<file path="src/rtl/angleUpdSched_pkg.sv">
package angleUpdSched_pkg;
  localparam logic [1:0] ADDR_SEL = 2'd0;
  localparam logic [1:0] ADDR_COS = 2'd1;
  localparam logic [1:0] ADDR_SIN = 2'd2;

  typedef struct packed {
    logic loadSel;
    logic loadCos;
    logic loadSin;
    logic commit;
  } schedStrobe_t;
endpackage

</file>
<file path="src/rtl/angleUpdSched_ctrl.sv">
module angleUpdSched_ctrl
  import angleUpdSched_pkg::*;
#(
  parameter int NUM_UNITS = 4,
  parameter int DATA_W    = 8,
  parameter int UNIT_W    = 3,
  parameter int QUAD_W    = 2
) (
  input  logic              clk,
  input  logic              rstN,
  input  logic              wrEn,
  input  logic [1:0]        wrAddr,
  input  logic [DATA_W-1:0] holdSel,
  input  logic              periodStart,
  output schedStrobe_t      strobe,
  output logic              busy,
  output logic              wrReject
);
  localparam int RSVD_LO = UNIT_W + QUAD_W;

  logic busyQ, rejectQ, accept, selValid;

  assign accept   = wrEn && !busyQ;
  assign selValid = ({1'b0, holdSel[UNIT_W-1:0]} < (UNIT_W+1)'(NUM_UNITS))
                    && (holdSel[DATA_W-1:RSVD_LO] == '0);

  always_comb begin
    strobe.loadSel = accept && (wrAddr == ADDR_SEL);
    strobe.loadCos = accept && (wrAddr == ADDR_COS);
    strobe.loadSin = accept && (wrAddr == ADDR_SIN);
    strobe.commit  = busyQ && periodStart && selValid;
  end

  always_ff @(posedge clk) begin
    if (!rstN) begin
      busyQ   <= 1'b0;
      rejectQ <= 1'b0;
    end else begin
      rejectQ <= wrEn && busyQ;
      if (busyQ && periodStart) busyQ <= 1'b0;
      else if (strobe.loadSin)  busyQ <= 1'b1;
    end
  end

  assign busy     = busyQ;
  assign wrReject = rejectQ;
endmodule

</file>
<file path="src/rtl/angleUpdSched_dp.sv">
module angleUpdSched_dp
  import angleUpdSched_pkg::*;
#(
  parameter int NUM_UNITS = 4,
  parameter int DATA_W    = 8,
  parameter int UNIT_W    = 3,
  parameter int QUAD_W    = 2
) (
  input  logic                          clk,
  input  logic                          rstN,
  input  logic [DATA_W-1:0]             wrData,
  input  schedStrobe_t                  strobe,
  output logic [DATA_W-1:0]             holdSel,
  output logic [NUM_UNITS*DATA_W-1:0]   unitSin,
  output logic [NUM_UNITS*DATA_W-1:0]   unitCos,
  output logic [NUM_UNITS*QUAD_W-1:0]   unitQuad
);
  logic [DATA_W-1:0] selQ, cosQ, sinQ;

  always_ff @(posedge clk) begin
    if (!rstN) begin
      selQ <= '0;
      cosQ <= '0;
      sinQ <= '0;
    end else begin
      if (strobe.loadSel) selQ <= wrData;
      if (strobe.loadCos) cosQ <= wrData;
      if (strobe.loadSin) sinQ <= wrData;
    end
  end

  assign holdSel = selQ;

  for (genvar u = 0; u < NUM_UNITS; u++) begin : gUnit
    logic hit;
    assign hit = strobe.commit && (selQ[UNIT_W-1:0] == UNIT_W'(u));
    always_ff @(posedge clk) begin
      if (!rstN) begin
        unitSin[u*DATA_W +: DATA_W]  <= '0;
        unitCos[u*DATA_W +: DATA_W]  <= '0;
        unitQuad[u*QUAD_W +: QUAD_W] <= '0;
      end else if (hit) begin
        unitSin[u*DATA_W +: DATA_W]  <= sinQ;
        unitCos[u*DATA_W +: DATA_W]  <= cosQ;
        unitQuad[u*QUAD_W +: QUAD_W] <= selQ[UNIT_W +: QUAD_W];
      end
    end
  end
endmodule

</file>
<file path="src/rtl/angleUpdSched.sv">
module angleUpdSched
  import angleUpdSched_pkg::*;
#(
  parameter int NUM_UNITS = 4,
  parameter int DATA_W    = 8
) (
  input  logic                          clk,
  input  logic                          rstN,
  input  logic                          wrEn,
  input  logic [1:0]                    wrAddr,
  input  logic [DATA_W-1:0]             wrData,
  input  logic                          periodStart,
  output logic                          busy,
  output logic                          wrReject,
  output logic [NUM_UNITS*DATA_W-1:0]   unitSin,
  output logic [NUM_UNITS*DATA_W-1:0]   unitCos,
  output logic [NUM_UNITS*2-1:0]        unitQuad
);
  localparam int UNIT_W = 3;
  localparam int QUAD_W = 2;

  schedStrobe_t      strobe;
  logic [DATA_W-1:0] holdSel;

  angleUpdSched_ctrl #(.NUM_UNITS(NUM_UNITS), .DATA_W(DATA_W),
                       .UNIT_W(UNIT_W), .QUAD_W(QUAD_W)) u_ctrl (
    .clk(clk), .rstN(rstN), .wrEn(wrEn), .wrAddr(wrAddr),
    .holdSel(holdSel), .periodStart(periodStart),
    .strobe(strobe), .busy(busy), .wrReject(wrReject)
  );

  angleUpdSched_dp #(.NUM_UNITS(NUM_UNITS), .DATA_W(DATA_W),
                     .UNIT_W(UNIT_W), .QUAD_W(QUAD_W)) u_dp (
    .clk(clk), .rstN(rstN), .wrData(wrData), .strobe(strobe),
    .holdSel(holdSel), .unitSin(unitSin), .unitCos(unitCos),
    .unitQuad(unitQuad)
  );
endmodule

</file>
<file path="config.mk">
export PLATFORM = sky130hd
export DESIGN_NAME = angleUpdSched
export DESIGN_NICKNAME = d
export VERILOG_FILES = /design/src/rtl/angleUpdSched_pkg.sv /design/src/rtl/angleUpdSched_ctrl.sv /design/src/rtl/angleUpdSched_dp.sv /design/src/rtl/angleUpdSched.sv
export SDC_FILE = /design/constraint.sdc
export NUM_CORES = 1
export LEC_CHECK = 0
export BUFFER_PORTS_ARGS = -buffer_cell sky130_fd_sc_hd__clkbuf_2
export CORE_MARGIN = 2
export CORE_UTILIZATION = 45
export CTS_CLUSTER_SIZE = 28
export DETAILED_ROUTE_END_ITERATION = 6
export PLACE_DENSITY = 0.79
export SYNTH_ARGS = -nofsm -noshare
export SYNTH_HDL_FRONTEND = slang
export SYNTH_SLANG_ARGS = --single-unit
export TNS_END_PERCENT = 20
</file>
<file path="constraint.sdc">
create_clock -name clk -period 1.55 [get_ports clk]
set_clock_uncertainty 0.2 [all_clocks]
set_input_delay 0.0775 -clock clk [delete_from_list [all_inputs] [get_ports clk]]
set_output_delay 0.0775 -clock clk [all_outputs]
set_load 0.01 [all_outputs]
</file>
Yosys cells after proc, flatten, opt, wreduce, memory -nomap -nowiden. Index checks and enable logic that the tools add are counted.

Word-level logic and storage cells: 41. Input port bits: 14. Output and inout port bits: 74. Register bits: 98.

Equality and inequality tests: 5. Bitwise logic cells: 1. Order comparisons: 1. Reduce and logical (&&, ||, !) cells: 17.

Operator list (count): logical AND 1 bit (12); == test 3 x 2 -> 1 bit, second input constant (2); zero test 3 bit (2); == test 3 x 1 -> 1 bit, second input constant (1); < comparator 3 bit, second input constant (1); == test 2 x 1 -> 1 bit, second input constant (1); == test 2 bit, second input constant (1); zero test 2 bit (1); OR reduction 2 bit (1); zero test 1 bit (1); inverter 1 bit (1).

Depth between registers and ports, before layout.
Depth in word-level cells: 4. Depth in mapped cells: 5. Depth with buffers taken out: 3.

Cells and area by module. From an unflattened synthesis, not the netlist that was laid out.

Cell total of the unflattened synthesis: 344. Area total of the unflattened synthesis: 3688.5 um^2.

By module, submodules not included: angleUpdSched_dp (sequential area each 1921.8 um^2, instances 1, area each 3578.4 um^2, cells an instance 334); angleUpdSched_ctrl (sequential area each 40.0 um^2, instances 1, area each 110.1 um^2, cells an instance 10).

Worst setup path after synthesis. No wires, ideal clock.

Path kind: flip-flop to flip-flop. From: reg u_ctrl.busyQ (netlist: u_ctrl.busy). To: reg u_dp.unitSin[29]. Stages on the path, launching flop included: 6. Data required time: 1.278 ns. Clock period less this slack: 1.668 ns. Library setup time: 0.072 ns. Path buffers: 2. Data arrival time: 1.396 ns. Slack: -0.118 ns. Path through: dfxtp_1 > nor4b_4 > and4_1 > buf_6 > buf_12 > mux2i_1.

Word-level cells in the longest chain between the ends: 3.

Ends and longest elaborated chain: start: declaration (line angleUpdSched_ctrl.sv:21) `logic busyQ, rejectQ, accept, selValid;`; start signal: assignment (line angleUpdSched_ctrl.sv:36) `busyQ <= 1'b0;`; start signal: assignment (line angleUpdSched_ctrl.sv:40) `if (busyQ && periodStart) busyQ <= 1'b0;`; start signal: assignment (line angleUpdSched_ctrl.sv:41) `else if (strobe.loadSin) busyQ <= 1'b1;`; logical AND 1 bit (2 in a row) (line angleUpdSched_ctrl.sv:31) `strobe.commit = busyQ && periodStart && selValid;`; logical AND 1 bit (line angleUpdSched_dp.sv:36) `assign hit = strobe.commit && (selQ[UNIT_W-1:0] == UNIT_W'(u));`; end signal: indexed assignment (line angleUpdSched_dp.sv:43) `unitSin[u*DATA_W +: DATA_W] <= sinQ;`; end: declaration (line angleUpdSched_dp.sv:14) `output logic [NUM_UNITS*DATA_W-1:0] unitSin,`.

Every way passes these cells. A chain may end at the register's enable or synchronous reset.

Worst setup path after layout.
From: reg u_dp.selQ[5] (netlist: u_dp.holdSel[5]). To: reg u_dp.unitCos[16].

Word-level cells in the longest chain between the ends: 4.

Ends and longest elaborated chain: start: declaration (line angleUpdSched_dp.sv:18) `logic [DATA_W-1:0] selQ, cosQ, sinQ;`; start signal: assignment (line angleUpdSched_dp.sv:26) `if (strobe.loadSel) selQ <= wrData;`; zero test 3 bit (line angleUpdSched_ctrl.sv:25) `&& (holdSel[DATA_W-1:RSVD_LO] == '0);`; logical AND 1 bit (line angleUpdSched_ctrl.sv:25); logical AND 1 bit (line angleUpdSched_ctrl.sv:31); logical AND 1 bit (line angleUpdSched_dp.sv:36); end signal: indexed assignment (line angleUpdSched_dp.sv:44) `unitCos[u*DATA_W +: DATA_W] <= cosQ;`; end: declaration (line angleUpdSched_dp.sv:15) `output logic [NUM_UNITS*DATA_W-1:0] unitCos,`.

Every way passes these cells.

==> metrics.md <==
| Metric | Value |
|---|---|
| Outcome | `finished with violations` |
| Failing checks | `negative hold slack, negative setup slack` |
| Initial antenna violation count | `0` |
| Share of post-route cells with drive strength above 1 | `28.4%` |
| Syn. warnings | `0` |
| Largest net degree at the start of global routing | `62` |
| Ant diodes | `0` |
| Cell Area, Synth | `0.00363 mm2` |
| Iteration-0 DRC Markers | `179` |
| Nets | `470` |
| Most frequent cells in the layout | `nand2_1 (96), dfxtp_1 (95), clkbuf_2 (86)` |
| Final instance area | `0.00468 mm2` |
| Post-DP HPWL | `5760 um` |
| Post-Syn Nets | `368` |
| Worst Path Arrival | `1.72 ns` |
| Synthesized area per cell | `10.2 um2` |
| Vias in the first global route | `2751` |
| CTS Hold Bufs | `12` |
| I/O Buffers | `87` |
| Fmax | `0.599 GHz` |
| Commonest non-fill, non-tap cell in the layout | `nand2_1` |
| Grt ovf | `0` |
| Crit Path Class | `register to register` |
| Worst EP required | `1.60 ns` |
| Sequential share of the synthesized area | `54.1%` |
| Synthesized instance count | `354` |
| Slowest cell on crit path | `dfxtp_2` |
| Final antenna-violating net count | `0` |
| Cell variety after synth | `21` |
| Tightest hold margin | `-0.170 ns` |
| TritonCTS clock tree | `yes` |
| RSZ-0062 raised after global routing | `true` |
| P per Cell Area | `996 mW/mm2` |
| First-pass GRT wire length | `13800 um` |
| Slowest stage delay, CP | `0.34 ns` |
| Tmin final | `1.67 ns` |
| Dpl cells | `527` |
| Buf/Inv on CP | `3` |
| Vias | `2816` |
| Rows | `32` |
| Number of remaining DRC errors | `0` |
| Delay-heaviest family, CP | `buffers and inverters` |
| P_leak | `2.25 nW` |
| Die ar. | `0.00879 mm2` |
| Worst-skew pair later-pin latency | `0.36 ns` |
| Yosys reg bits | `98` |
| Overall die width | `93.8 um` |
| Final Hold Viols | `1` |
| Cell chosen for the clock root | `clkbuf_8` |
| Final setup viols | `59` |
| Hold Crit Class | `input port to register` |
| TritonCTS Sinks | `98` |
| Setup crit start kind | `register` |
| Initial core utilization | `46.7%` |
| Core Area | `0.00777 mm2` |
| Total CTS buffers | `9` |
| Slew Limit Fails | `0` |
| FILL cells | `646` |
| # Max-Cap Violations | `0` |
| Die Span Y | `93.8 um` |
| Slew @ Worst Pin | `0.309 ns` |
| Global Route Usage Sum | `20.3%` |
| Fin crit share | `108%` |
| Peak supply drop | `0.000625 V` |
| Fin cells | `563` |
| Setup TNS | `-3.63 ns` |
| Clock Path Buffers | `2` |
| CP endpoint kind | `register` |
| Area Overhead vs Synth | `29.1%` |
| Crit-path cells | `nor4b_4 > buf_4 > nand4b_1 > buf_6 > clkbuf_16 > mux2i_1` |
| DRT Pass-1 Iters | `6` |
| Setup WS pre-CTS | `-0.0817 ns` |
| Crit path setup slack, layout | `-0.120 ns` |
| Clock transition at path regs | `0.10 ns` |
| Total Wirelength | `9040 um` |
| Crit-path max FO | `9` |
| DP Area | `0.00417 mm2` |
| Vias/cell | `5.00` |
| IO Pins | `88` |
| WL/cell | `16.1 um` |
| Slew HR | `79.4%` |
| CTS H-tree lvls | `3` |
| Routability congestion estimate | `0.836` |
| Overall power | `4.66 mW` |
[through the flow]
stage                     hold slack (ns)  utilization (%)
after floorplan                   0.00755                -
after global placement              0.141             53.7
after detailed placement            0.147             53.7
after CTS                          -0.172             58.9
after global routing               -0.164             60.3
final                              -0.170             60.3
[Yosys cell counts]
library cell / count / share of area (%)
and3_1: 1 / 0.17
and4_1: 1 / 0.24
and4bb_2: 2 / 0.69
buf_1: 2 / 0.21
buf_12: 1 / 0.55
buf_2: 2 / 0.28
buf_4: 3 / 0.62
buf_6: 4 / 1.2
clkbuf_1: 14 / 1.4
dfxtp_1: 98 / 54
mux2i_1: 80 / 22
nand2_1: 96 / 9.9
nand3_1: 23 / 3.2
nand4b_1: 2 / 0.48
nor2_1: 1 / 0.10
nor2b_1: 10 / 1.7
nor4b_2: 1 / 0.41
nor4b_4: 1 / 0.66
o21a_1: 1 / 0.21
o21ai_0: 10 / 1.4
or4b_2: 1 / 0.28
[worst paths after layout]
kind	from	to	slack, ns	cells past startpoint
worst max-delay path	u_dp.holdSel[5]	u_dp.unitCos[16]	-0.12	6
worst max register to register	u_dp.holdSel[5]	u_dp.unitCos[16]	-0.12	6
worst min-delay path	periodStart	u_ctrl.busy	-0.17	3
worst min register to register	u_dp.unitCos[12]	u_dp.unitCos[12]	0.26	2
[repair_timing]
action | in CTS | in global routing
setup endpoints to repair | 24 | 81
gates cloned | 1 | 3
resized for setup | 5 | 5
pin swaps | 1 | 1
hold endpoints to repair | 31 | 1
setup buffers | 2 | 2
[state kept, by name, indices dropped and copies added, names as in the netlist]
signal / flops
u_ctrl.wrReject: 1
u_dp.cosQ: 8
u_dp.sinQ: 8
u_dp.unitSin: 32
u_dp.unitQuad: 8
u_dp.holdSel: 8
u_dp.unitCos: 32
u_ctrl.busy: 1
[kinds of logic after synthesis]
kind of cell	count (synthesis)	synth area share, %
AOI/OAI and AO/OA	11	1.59
buffers and inverters	26	4.35
DFF	98	54.1
muxes	80	22.1
and+or+nand+nor	139	17.9
[layer usage]
| layer | wire length [um] | up-vias | global-route usage, % |
|---|---|---|---|
| met5 | 0 | - | 0 |
| met4 | 163 | 0 | 8.57 |
| met3 | 325 | 12 | 3.93 |
| met2 | 4570 | 65 | 33.6 |
| met1 | 3970 | 1352 | 26.0 |
| li1 | - | 1387 | - |
[worst reg2reg max path, stage by stage, from the launching register on]
cell	delay (ns)
dfxtp_2	0.34
nor4b_4	0.29
buf_4	0.16
nand4b_1	0.11
buf_6	0.17
clkbuf_16	0.17
mux2i_1	0.13
[final cells by class]
type / count / area, um2 / share of cell area, %
multi-input combinational: 230 / 1520 / 32.5
clock buffer: 10 / 149 / 3.18
tap: 102 / 128 / 2.73
timing repair buffer: 117 / 831 / 17.7
clock inverter: 6 / 86.3 / 1.84
sequential: 98 / 1970 / 42.0
[report_power, final]
part | switching [mW] | internal (mW) | leakage, nW | total [mW]
Sequential | 0.0128 | 2.54 | 0.792 | 2.55
Combinational | 0.123 | 0.0888 | 1.34 | 0.212
Clock | 0.892 | 1.01 | 0.118 | 1.90
Total | 1.03 | 3.63 | 2.25 | 4.66
No activity file was read; power rests on OpenSTA's default activity.
